[src/rtl/uart_rx_pkg.sv]
package uart_rx_pkg;

    typedef enum logic [2:0] {
        ST_IDLE,
        ST_START,
        ST_DATA,
        ST_PAR,
        ST_STOP
    } rx_state_e;

    typedef struct packed {
        logic brk;
        logic fe;
        logic pe;
    } rx_tags_t;

    localparam int TAG_W = 3;

endpackage

[src/rtl/uart_rx_sync.sv]
module uart_rx_sync #(
    parameter int STAGES = 2
) (
    input  logic clk,
    input  logic rst_n,
    input  logic tick,
    input  logic rx_in,
    output logic rx_level,
    output logic fall
);
    typedef struct packed {
        logic [STAGES-1:0] sh;
        logic              last;
    } sync_t;

    sync_t s_d, s_q;

    always_comb begin
        s_d    = s_q;
        s_d.sh = {s_q.sh[STAGES-2:0], rx_in};
        if (tick) begin
            s_d.last = s_q.sh[STAGES-1];
        end
    end

    always_ff @(posedge clk or negedge rst_n) begin
        if (!rst_n) begin
            s_q.sh   <= '1;
            s_q.last <= 1'b0;
        end else begin
            s_q <= s_d;
        end
    end

    assign rx_level = s_q.sh[STAGES-1];
    assign fall     = tick & s_q.last & ~rx_level;

endmodule

[src/rtl/uart_rx_framer.sv]
module uart_rx_framer
    import uart_rx_pkg::*;
#(
    parameter int DATA_W = 8,
    parameter int OVS    = 16
) (
    input  logic              clk,
    input  logic              rst_n,
    input  logic              tick,
    input  logic              rx_level,
    input  logic              fall,
    input  logic [1:0]        wlen,
    input  logic              par_en,
    input  logic              par_odd,
    output logic              done,
    output logic [DATA_W-1:0] char_out,
    output rx_tags_t          tags_out
);
    localparam int CNT_W = $clog2(OVS);
    localparam int BCW   = $clog2(DATA_W + 1);
    localparam logic [CNT_W-1:0] HALF_M1 = CNT_W'(OVS / 2 - 1);
    localparam logic [CNT_W-1:0] FULL_M1 = CNT_W'(OVS - 1);

    typedef struct packed {
        rx_state_e         st;
        logic [CNT_W-1:0]  cnt;
        logic [BCW-1:0]    bits;
        logic [DATA_W-1:0] shreg;
        logic              par;
        logic              ones;
        logic              pe_acc;
        logic              done;
        logic [DATA_W-1:0] chr;
        rx_tags_t          tags;
    } fr_t;

    fr_t f_d, f_q;
    logic [BCW-1:0] nbits;
    logic           mid;

    assign nbits = BCW'(DATA_W - 3) + BCW'(wlen);
    assign mid   = tick && (f_q.cnt == FULL_M1);

    always_comb begin
        f_d      = f_q;
        f_d.done = 1'b0;
        unique case (f_q.st)
            ST_IDLE: begin
                if (fall) begin
                    f_d.st  = ST_START;
                    f_d.cnt = '0;
                end
            end
            ST_START: begin
                if (tick) begin
                    if (f_q.cnt == HALF_M1) begin
                        f_d.cnt = '0;
                        if (rx_level) begin
                            f_d.st = ST_IDLE;
                        end else begin
                            f_d.st     = ST_DATA;
                            f_d.bits   = '0;
                            f_d.shreg  = '0;
                            f_d.par    = 1'b0;
                            f_d.ones   = 1'b0;
                            f_d.pe_acc = 1'b0;
                        end
                    end else begin
                        f_d.cnt = f_q.cnt + 1'b1;
                    end
                end
            end
            ST_DATA: begin
                if (mid) begin
                    f_d.cnt   = '0;
                    f_d.shreg = {rx_level, f_q.shreg[DATA_W-1:1]};
                    f_d.par   = f_q.par ^ rx_level;
                    f_d.ones  = f_q.ones | rx_level;
                    f_d.bits  = f_q.bits + 1'b1;
                    if (f_q.bits == nbits - 1'b1) begin
                        f_d.st = par_en ? ST_PAR : ST_STOP;
                    end
                end else if (tick) begin
                    f_d.cnt = f_q.cnt + 1'b1;
                end
            end
            ST_PAR: begin
                if (mid) begin
                    f_d.cnt    = '0;
                    f_d.ones   = f_q.ones | rx_level;
                    f_d.pe_acc = par_odd ? ~(f_q.par ^ rx_level) : (f_q.par ^ rx_level);
                    f_d.st     = ST_STOP;
                end else if (tick) begin
                    f_d.cnt = f_q.cnt + 1'b1;
                end
            end
            ST_STOP: begin
                if (mid) begin
                    f_d.cnt      = '0;
                    f_d.done     = 1'b1;
                    f_d.chr      = f_q.shreg >> (DATA_W - int'(nbits));
                    f_d.tags.fe  = ~rx_level;
                    f_d.tags.brk = ~(f_q.ones | rx_level);
                    f_d.tags.pe  = par_en & f_q.pe_acc;
                    f_d.st       = ST_IDLE;
                end else if (tick) begin
                    f_d.cnt = f_q.cnt + 1'b1;
                end
            end
            default: f_d.st = ST_IDLE;
        endcase
    end

    always_ff @(posedge clk or negedge rst_n) begin
        if (!rst_n) begin
            f_q    <= '0;
            f_q.st <= ST_IDLE;
        end else begin
            f_q <= f_d;
        end
    end

    assign done     = f_q.done;
    assign char_out = f_q.chr;
    assign tags_out = f_q.tags;

    AST_DONE_ON_TICK: assert property (@(posedge clk) disable iff (!rst_n)
        done |-> $past(tick));
    AST_BREAK_HAS_FE: assert property (@(posedge clk) disable iff (!rst_n)
        (done && tags_out.brk) |-> (tags_out.fe && char_out == '0));
    AST_START_FROM_FALL: assert property (@(posedge clk) disable iff (!rst_n)
        (f_q.st == ST_START && $past(f_q.st == ST_IDLE)) |-> $past(fall));
    AST_FALSE_START: assert property (@(posedge clk) disable iff (!rst_n)
        (f_q.st == ST_START && tick && f_q.cnt == HALF_M1 && rx_level) |=> (f_q.st == ST_IDLE));

endmodule

[src/rtl/uart_rx_hold.sv]
module uart_rx_hold
    import uart_rx_pkg::*;
#(
    parameter int DATA_W = 8
) (
    input  logic              clk,
    input  logic              rst_n,
    input  logic              done,
    input  logic [DATA_W-1:0] char_in,
    input  rx_tags_t          tags_in,
    input  logic              rd_data,
    input  logic              rd_status,
    input  logic              irq_en,
    output logic [DATA_W-1:0] rx_byte,
    output logic [4:0]        line_status,
    output logic              irq
);
    typedef struct packed {
        logic              full;
        logic              ovr;
        logic [DATA_W-1:0] data;
        rx_tags_t          tags;
    } hold_t;

    hold_t h_d, h_q;

    always_comb begin
        h_d = h_q;
        if (rd_data) begin
            h_d.full = 1'b0;
            h_d.tags = '0;
        end
        if (rd_status) begin
            h_d.ovr = 1'b0;
        end
        if (done) begin
            h_d.data = char_in;
            h_d.tags = tags_in;
            h_d.full = 1'b1;
            if (h_q.full && !rd_data) begin
                h_d.ovr = 1'b1;
            end
        end
    end

    always_ff @(posedge clk or negedge rst_n) begin
        if (!rst_n) begin
            h_q <= '0;
        end else begin
            h_q <= h_d;
        end
    end

    assign rx_byte     = h_q.data;
    assign line_status = {h_q.tags.brk, h_q.tags.fe, h_q.tags.pe, h_q.ovr, h_q.full};
    assign irq         = irq_en & h_q.full;

    AST_READ_EMPTIES: assert property (@(posedge clk) disable iff (!rst_n)
        (rd_data && !done) |=> (line_status[0] == 1'b0 && line_status[4:2] == 3'b000));
    AST_EMPTY_NO_TAGS: assert property (@(posedge clk) disable iff (!rst_n)
        !line_status[0] |-> (line_status[4:2] == 3'b000));
    AST_OVERRUN_SET: assert property (@(posedge clk) disable iff (!rst_n)
        (done && line_status[0] && !rd_data) |=> line_status[1]);
    AST_IRQ_DROPS_ON_READ: assert property (@(posedge clk) disable iff (!rst_n)
        (rd_data && !done) |=> !irq);

endmodule

[src/rtl/uart_tagged_rx.sv]
module uart_tagged_rx
    import uart_rx_pkg::*;
#(
    parameter int DATA_W      = 8,
    parameter int OVS         = 16,
    parameter int SYNC_STAGES = 2
) (
    input  logic              clk,
    input  logic              rst_n,
    input  logic              tick16,
    input  logic              rx_line,
    input  logic [1:0]        cfg_wlen,
    input  logic              cfg_par_en,
    input  logic              cfg_par_odd,
    input  logic              irq_en,
    input  logic              rd_data,
    input  logic              rd_status,
    output logic [DATA_W-1:0] rx_byte,
    output logic [4:0]        line_status,
    output logic              irq
);
    logic              rx_level;
    logic              fall;
    logic              done;
    logic [DATA_W-1:0] chr;
    rx_tags_t          tags;

    uart_rx_sync #(.STAGES(SYNC_STAGES)) sync_i (
        .clk      (clk),
        .rst_n    (rst_n),
        .tick     (tick16),
        .rx_in    (rx_line),
        .rx_level (rx_level),
        .fall     (fall)
    );

    uart_rx_framer #(.DATA_W(DATA_W), .OVS(OVS)) framer_i (
        .clk      (clk),
        .rst_n    (rst_n),
        .tick     (tick16),
        .rx_level (rx_level),
        .fall     (fall),
        .wlen     (cfg_wlen),
        .par_en   (cfg_par_en),
        .par_odd  (cfg_par_odd),
        .done     (done),
        .char_out (chr),
        .tags_out (tags)
    );

    uart_rx_hold #(.DATA_W(DATA_W)) hold_i (
        .clk         (clk),
        .rst_n       (rst_n),
        .done        (done),
        .char_in     (chr),
        .tags_in     (tags),
        .rd_data     (rd_data),
        .rd_status   (rd_status),
        .irq_en      (irq_en),
        .rx_byte     (rx_byte),
        .line_status (line_status),
        .irq         (irq)
    );

endmodule

[config.mk]
export PLATFORM = sky130hd
export DESIGN_NAME = uart_tagged_rx
export DESIGN_NICKNAME = d
export VERILOG_FILES = /design/src/rtl/uart_rx_pkg.sv /design/src/rtl/uart_rx_sync.sv /design/src/rtl/uart_rx_framer.sv /design/src/rtl/uart_rx_hold.sv /design/src/rtl/uart_tagged_rx.sv
export SDC_FILE = /design/constraint.sdc
export NUM_CORES = 1
export LEC_CHECK = 0
export BUFFER_PORTS_ARGS = -buffer_cell sky130_fd_sc_hd__buf_2
export CAP_MARGIN = 25
export CORE_ASPECT_RATIO = 1.4
export CORE_MARGIN = 5
export CORE_UTILIZATION = 50
export CTS_BUF_LIST = sky130_fd_sc_hd__clkbuf_2
export CTS_CLUSTER_DIAMETER = 50
export DETAILED_ROUTE_END_ITERATION = 6
export PLACE_DENSITY_LB_ADDON = 0.15
export SLEW_MARGIN = 10
export SYNTH_ARGS = -nofsm -noshare
export SYNTH_HDL_FRONTEND = slang
export SYNTH_SLANG_ARGS = --single-unit
[constraint.sdc]
create_clock -name clk -period 3.4 [get_ports clk]
set_input_delay 0.34 -clock clk [delete_from_list [all_inputs] [get_ports clk]]
set_output_delay 0.34 -clock clk [all_outputs]
set_load 0.01 [all_outputs]
==> impl_metrics.py, run 1 <==
metrics = {
    "worst_setup_path": {
        "worstSetupStartpointType": "register",
        "criticalPathCategory": "reg2reg",
        "endpoint_kind": "register",
        "worstPathMaxFanout": 14,
        "rrSetupSlack_ns": 1.41,
        "critPathRequiredTime_ns": 3.72,
        "worstPathArrival_ns": 2.32,
    },
    "synthesis": {
        "ys.warnings.count": 0,
        "yosys.cell_count.top_type": "dfrtp_1",
        "yosys.cell_types.count": 42,
        "synth.top_cell.area_share_pct": 50.4,
        "synth_area_um2": 2380,
        "muxShareOfSynthArea_pct": 9.45,
        "synth_fa_ha_area_share_pct": 2.10,
        "synth_xor_xnor_area_share_pct": 2.94,
        "synth_top_family_by_area": "compound AO/OA/AOI/OAI gates",
        "synthSimpleGateAreaFrac_pct": 11.2,
        "synthTopCellsByArea": "dfrtp_1, a22o_1, mux2_2, mux4_2, nand2_1",
        "async_flop_share_pct": 100,
        "synth_compound_area_share_pct": 17.3,
        "synth_nets": 227,
        "synthTopCellsByCount": "dfrtp_1, nand2_1, a22o_1, nor2_1, inv_1",
        "synth_edf_count": 0,
        "syn_area_per_cell_um2": 11.2,
        "ys_seq_area_share_pct": 52.6,
        "synth-main-ff-cell": "dfrtp_1",
        "ys_seq_elements": 50,
        "synth_cells": 212,
        "synth_area_leader_cell": "dfrtp_1",
    },
    "cells_and_area": {
        "fin_util_pct": 57.3,
        "area_growth_pct": 9.87,
        "n_antenna_cell": 0,
        "layout-drive-gt1-share_pct": 23.0,
        "nets": 253,
    },
    "floorplan": {
        "die_h_um": 91.7,
        "rows": 29,
        "die_area_um2": 6260,
        "core_um2": 4570,
        "die_w_um": 68.3,
        "ios": 25,
        "start_util_pct": 52.1,
    },
    "global_routing": {
        "overflow": 0,
        "antenna_found_initial": 0,
        "track_usage_pct": 15.1,
        "first_global_vias": 1703,
        "grt_first_pass_wirelength_mm": 7.37,
        "grt_max_degree": 35,
    },
    "detailed_routing": {
        "first_pass_iters": 4,
        "routed_wl_mm": 4.09,
        "ant_nets": 0,
        "drt_iter0_markers": 60,
        "vias": 1665,
        "wl_per_cell_um": 13.6,
        "via_per_inst": 5.53,
        "route.detailed.drc": 0,
    },
    "flow_run": {
        "cap_viol_max_count": 0,
    },
    "place": {
        "port_buffers": 24,
        "gp_congestion": 0.867,
        "place_hpwl_mm": 3.05,
    },
    "sta": {
        "relSlewSlack_pct": 59.2,
        "tightestPinTransition_ns": 0.610,
        "clock_skew_ns": 0.0196,
        "fmax_mhz": 502,
        "finalSetupTns_ns": 0,
        "finalSetupViolCount": 0,
        "period_needed_ns": 1.99,
        "rsz0062_at_grt": "no",
        "finalMaxSlewViolations": 0,
        "report.final.hold_viol_count": 0,
        "period_share_pct": 58.6,
    },
    "clock_tree": {
        "clock_sinks": 50,
        "root_buffer": "clkbuf_2",
        "ctsHtreeMaxLevel": 2,
        "cts_tree": "built",
        "cts_made_buffers": 5,
        "clk_latency_ns": 0.41,
        "clk_pin_slew_ns": 0.23,
        "cts_buffer_depth": 2,
        "post_cts_resized": 0,
    },
    "min_path": {
        "min_path_type": "in2reg",
    },
    "power_and_ir_drop": {
        "ir_drop_mv": 0.243,
        "power.density_nw_per_um2": 447,
        "power.leakage_nw": 1.27,
    },
    "status": {
        "outcome": "completed",
    },
}
-- critical path, cell delays in order (launching register included) --
cell,delay [ns]
dfrtp_1,0.54
or4b_1,0.54
a211o_1,0.45
o21ai_0,0.28
o41ai_2,0.10
-- stage by stage --
step / instances / hold WS [ns] / total power [mW] / instance area, um^2 / setup WS (ns)
after global routing: 301 / 0.127 / 1.26 / 2620 / 1.22
final: 301 / 0.170 / 1.17 / 2620 / 1.41
after CTS: 301 / 0.136 / 1.19 / 2620 / 1.39
after floorplan: 212 / 0.0444 / 0.893 / 2380 / 1.59
after global placement: 290 / 0.346 / 0.951 / 2540 / 1.35
after detailed placement: 291 / 0.288 / 0.958 / 2560 / 1.34
-- timing repair --
item,CTS,global route
setup buffers,0,0
hold buffers,2,0
endpoints found under the hold margin,15,0
-- cells in the final DEF, fill, tap and decap left out, types with 2 or more instances in the layout --
| cell | instances |
|---|---|
| a21oi_1 | 4 |
| mux2_2 | 10 |
| nor2_2 | 2 |
| mux4_2 | 5 |
| buf_2 | 24 |
| clkbuf_2 | 5 |
| nand3_1 | 6 |
| o41ai_1 | 2 |
| nor2b_1 | 3 |
| dlygate4sd3_1 | 2 |
| dfrtp_1 | 48 |
| xnor2_1 | 7 |
| o31ai_1 | 2 |
| dfstp_2 | 2 |
| nand2_1 | 22 |
| and3_1 | 2 |
| nor2_1 | 16 |
| ha_1 | 4 |
| a22o_1 | 19 |
| inv_1 | 14 |
| nand3b_1 | 2 |
| o21ai_0 | 12 |
| a31oi_1 | 2 |
-- where the power goes --
part / total [mW] / leakage, nW / switching, mW / internal (mW)
registers: 0.721 / 0.670 / 0.0695 / 0.652
clock network: 0.222 / 0.0264 / 0.175 / 0.0469
logic: 0.226 / 0.577 / 0.122 / 0.105
total: 1.17 / 1.27 / 0.366 / 0.803
-- cell type report --
cell class | count | area [um^2]
fillers | 417 | 1950
flip-flops and latches | 50 | 1250
multi-input cells | 139 | 1020
repair buffers | 28 | 168
well taps | 62 | 77.6
inverters | 14 | 52.6
clock buffers | 5 | 25.0
clock inverters | 3 | 16.3
-- worst paths after layout --
kind | start | end | depth (start not counted)
max in group asynchronous | rst_n | framer_i.tags_out[0]$_DFFE_PN0P_ | 3
max | framer_i.f_q[32]$_DFFE_PN0P_ | framer_i.f_q[14]$_DFFE_PN0P_ | 4
min in group asynchronous | rst_n | hold_i.rx_byte[1]$_DFFE_PN0P_ | 2
max reg2reg | framer_i.f_q[32]$_DFFE_PN0P_ | framer_i.f_q[14]$_DFFE_PN0P_ | 4
min reg2reg | sync_i.s_d[2]$_DFF_PN1_ | sync_i.rx_level$_DFF_PN1_ | 0
min | cfg_par_en | framer_i.tags_out[0]$_DFFE_PN0P_ | 3
-- per-layer routing --
| layer | vias to the layer above | share of wire (%) | global-route usage [%] |
|---|---|---|---|
| met5 | - | 0 | 0 |
| met4 | 0 | 2.0 | 6.30 |
| met3 | 8 | 4.1 | 3.67 |
| met2 | 34 | 50 | 25.1 |
| met1 | 806 | 44 | 18.3 |
| li1 | 817 | - | - |
-- logic make-up (layout without fill, tap and decap cells) --
kind of cell,count (synthesis),count (layout)
muxes,15,15
and+or+nand+nor,58,58
xor gates and xnor gates,8,8
buffers and inverters,23,50
adders and majority gates,4,4
AOI/OAI and AO/OA,54,54
DFF,50,50
-- state kept, by name (all words and copies together), names as in the netlist --
signal / flops
framer_i.char_out: 8
framer_i.done: 1
framer_i.f_q: 22
framer_i.tags_out: 3
hold_i.line_status: 5
hold_i.rx_byte: 8
sync_i.rx_level: 1
sync_i.s_d: 1
sync_i.s_q: 1
Note: power is estimated with default switching activity, not from simulation.
==> inputs of run 2 (changes only) <==
Clock period 3.4 ns to 1.6 ns, I/O delays scaled along.
==> run 2 against run 1 <==
The run now ends with negative setup slack left. Sequential power increased by 110%. Combinational power increased to 3.9 times the previous value. Clock skew fell by 0.0038 ns. Routed wire length rose by 22%. Worst setup slack got worse by 1.6 ns. Maximum frequency up 13%. Critical endpoint unchanged. Largest cell class unchanged. Largest power group unchanged.
==> impl_metrics.py, run 2 (same netlist as run 1, synthesis figures left out) <==
metrics = {
    "clock_tree": {
        "cts_made_buffers": 5,
        "root_buffer": "clkbuf_2",
        "clk_latency_ns": 0.42,
        "cts_tree": "built",
        "clock_sinks": 50,
        "clk_pin_slew_ns": 0.25,
        "ctsHtreeMaxLevel": 2,
        "cts_buffer_depth": 2,
    },
    "global_routing": {
        "grt_first_pass_wirelength_mm": 8.14,
        "antenna_found_initial": 0,
        "overflow": 0,
        "grt_max_degree": 24,
        "track_usage_pct": 16.7,
        "first_global_vias": 1738,
    },
    "detailed_routing": {
        "first_pass_iters": 6,
        "routed_wl_mm": 4.98,
        "wl_per_cell_um": 14.7,
        "drt_iter0_markers": 65,
        "ant_nets": 0,
        "vias": 1820,
        "route.detailed.drc": 0,
        "via_per_inst": 5.37,
    },
    "place": {
        "port_buffers": 24,
        "place_hpwl_mm": 3.52,
        "gp_congestion": 0.811,
    },
    "floorplan": {
        "die_h_um": 91.7,
        "die_area_um2": 6260,
        "start_util_pct": 52.1,
        "rows": 29,
        "ios": 25,
        "die_w_um": 68.3,
        "core_um2": 4570,
    },
    "worst_setup_path": {
        "timing.rr.start": "framer_i.f_q[30]$_DFFE_PN0P_",
        "worstSetupStartpointType": "register",
        "rrSetupSlack_ns": -0.16,
        "r2r_cells": 4,
        "r2r-end": "framer_i.f_q[14]$_DFFE_PN0P_",
        "worstPathMaxFanout": 7,
        "critPathRequiredTime_ns": 1.95,
        "criticalPathCategory": "reg2reg",
        "endpoint_kind": "register",
        "worstPathArrival_ns": 2.12,
    },
    "power_and_ir_drop": {
        "power.leakage_nw": 1.50,
        "ir_drop_mv": 0.620,
        "power.density_nw_per_um2": 995,
    },
    "sta": {
        "finalHoldWorstSlack_ns": 0.0967,
        "period_share_pct": 110,
        "period_needed_ns": 1.76,
        "finalMaxSlewViolations": 0,
        "worst_slack_ns": -0.163,
        "relSlewSlack_pct": 65.7,
        "finalSetupViolCount": 13,
        "rsz0062_at_grt": "yes",
        "clock_skew_ns": 0.0158,
        "tightestPinTransition_ns": 0.515,
        "report.final.hold_viol_count": 0,
        "fmax_mhz": 567,
    },
    "cells_and_area": {
        "n_fill_cell": 358,
        "layout-drive-gt1-share_pct": 39.4,
        "most-common-layout-cells": "dfrtp_1, buf_4, buf_2",
        "top_register": "framer_i.f_q",
        "largest_register_ffs": 22,
        "final_common_cell": "dfrtp_1",
        "nets": 291,
        "fin_util_pct": 67.2,
        "n_antenna_cell": 0,
        "area_growth_pct": 29.0,
    },
    "min_path": {
        "hold_depth": 2,
        "min_from": "tick16",
        "min_path_type": "in2reg",
        "min_to": "sync_i.s_q[0]$_DFFE_PN0P_",
    },
    "flow_run": {
        "cap_viol_max_count": 0,
    },
    "status": {
        "outcome": "finished with violations",
        "violations": "negative setup slack",
    },
}
run 2: stage by stage:
step / setup slack (ns) / area (um^2) / cells / setup TNS, ns / power [mW]
2_1_floorplan: -0.133 / 2390 / 212 / -1.61 / 1.90
3_3_place_gp: -0.134 / 2750 / 318 / -2.06 / 2.19
3_5_place_dp: -0.165 / 2750 / 318 / -2.70 / 2.21
4_1_cts: -0.174 / 2930 / 332 / -1.87 / 2.93
5_1_grt: -0.201 / 3070 / 339 / -2.32 / 3.23
6_report: -0.163 / 3070 / 339 / -1.76 / 3.06
run 2: report_power, final:
group / internal (mW) / leakage, nW / switching (mW)
Clock: 0.270 / 0.0392 / 0.398
Sequential: 1.39 / 0.670 / 0.129
Combinational: 0.449 / 0.786 / 0.427
Total: 2.10 / 1.50 / 0.954
run 2: area by class of cell:
type / instances / area (um^2) / area share, %
timing repair buffer: 66 / 459 / 14.9
clock buffer: 6 / 30.0 / 0.977
sequential: 50 / 1250 / 40.8
inverter: 14 / 52.6 / 1.71
tap: 62 / 77.6 / 2.52
multi-input combinational: 139 / 1160 / 37.8
clock inverter: 2 / 37.5 / 1.22
run 2: repair_timing:
action / CTS / global route
pin swaps: 4 / 3
resized for setup: 13 / 18
hold buffers: 5 / 0
setup endpoints to repair: 23 / 32
hold endpoints to repair: 24 / 0
buffers inserted: 1 / 7
run 2: layer usage:
metal / routed length [um] / vias to the layer above / track usage [%]
li1: - / 894 / -
met1: 2130 / 884 / 21.5
met2: 2570 / 33 / 28.1
met3: 207 / 9 / 2.93
met4: 77 / 0 / 5.47
met5: 0 / - / 0
run 2: worst max-delay path by stage:
stage                                            start                            to  cells past startpoint
after global placement    framer_i.f_q[30]$_DFFE_PN0P_  framer_i.f_q[15]$_DFFE_PN0P_                      4
after detailed placement  framer_i.f_q[30]$_DFFE_PN0P_  framer_i.f_q[16]$_DFFE_PN0P_                      4
after floorplan           framer_i.f_q[32]$_DFFE_PN0P_  framer_i.f_q[15]$_DFFE_PN0P_                      5
final                     framer_i.f_q[30]$_DFFE_PN0P_  framer_i.f_q[14]$_DFFE_PN0P_                      4
after CTS                 framer_i.f_q[30]$_DFFE_PN0P_  framer_i.f_q[14]$_DFFE_PN0P_                      4
after global routing      framer_i.f_q[30]$_DFFE_PN0P_  framer_i.f_q[14]$_DFFE_PN0P_                      4
run 2: critical path: stages (launching register included):
cell     delay (ns)
dfrtp_1        0.43
or4b_4         0.53
a211o_4        0.38
buf_4          0.15
o41ai_2        0.19
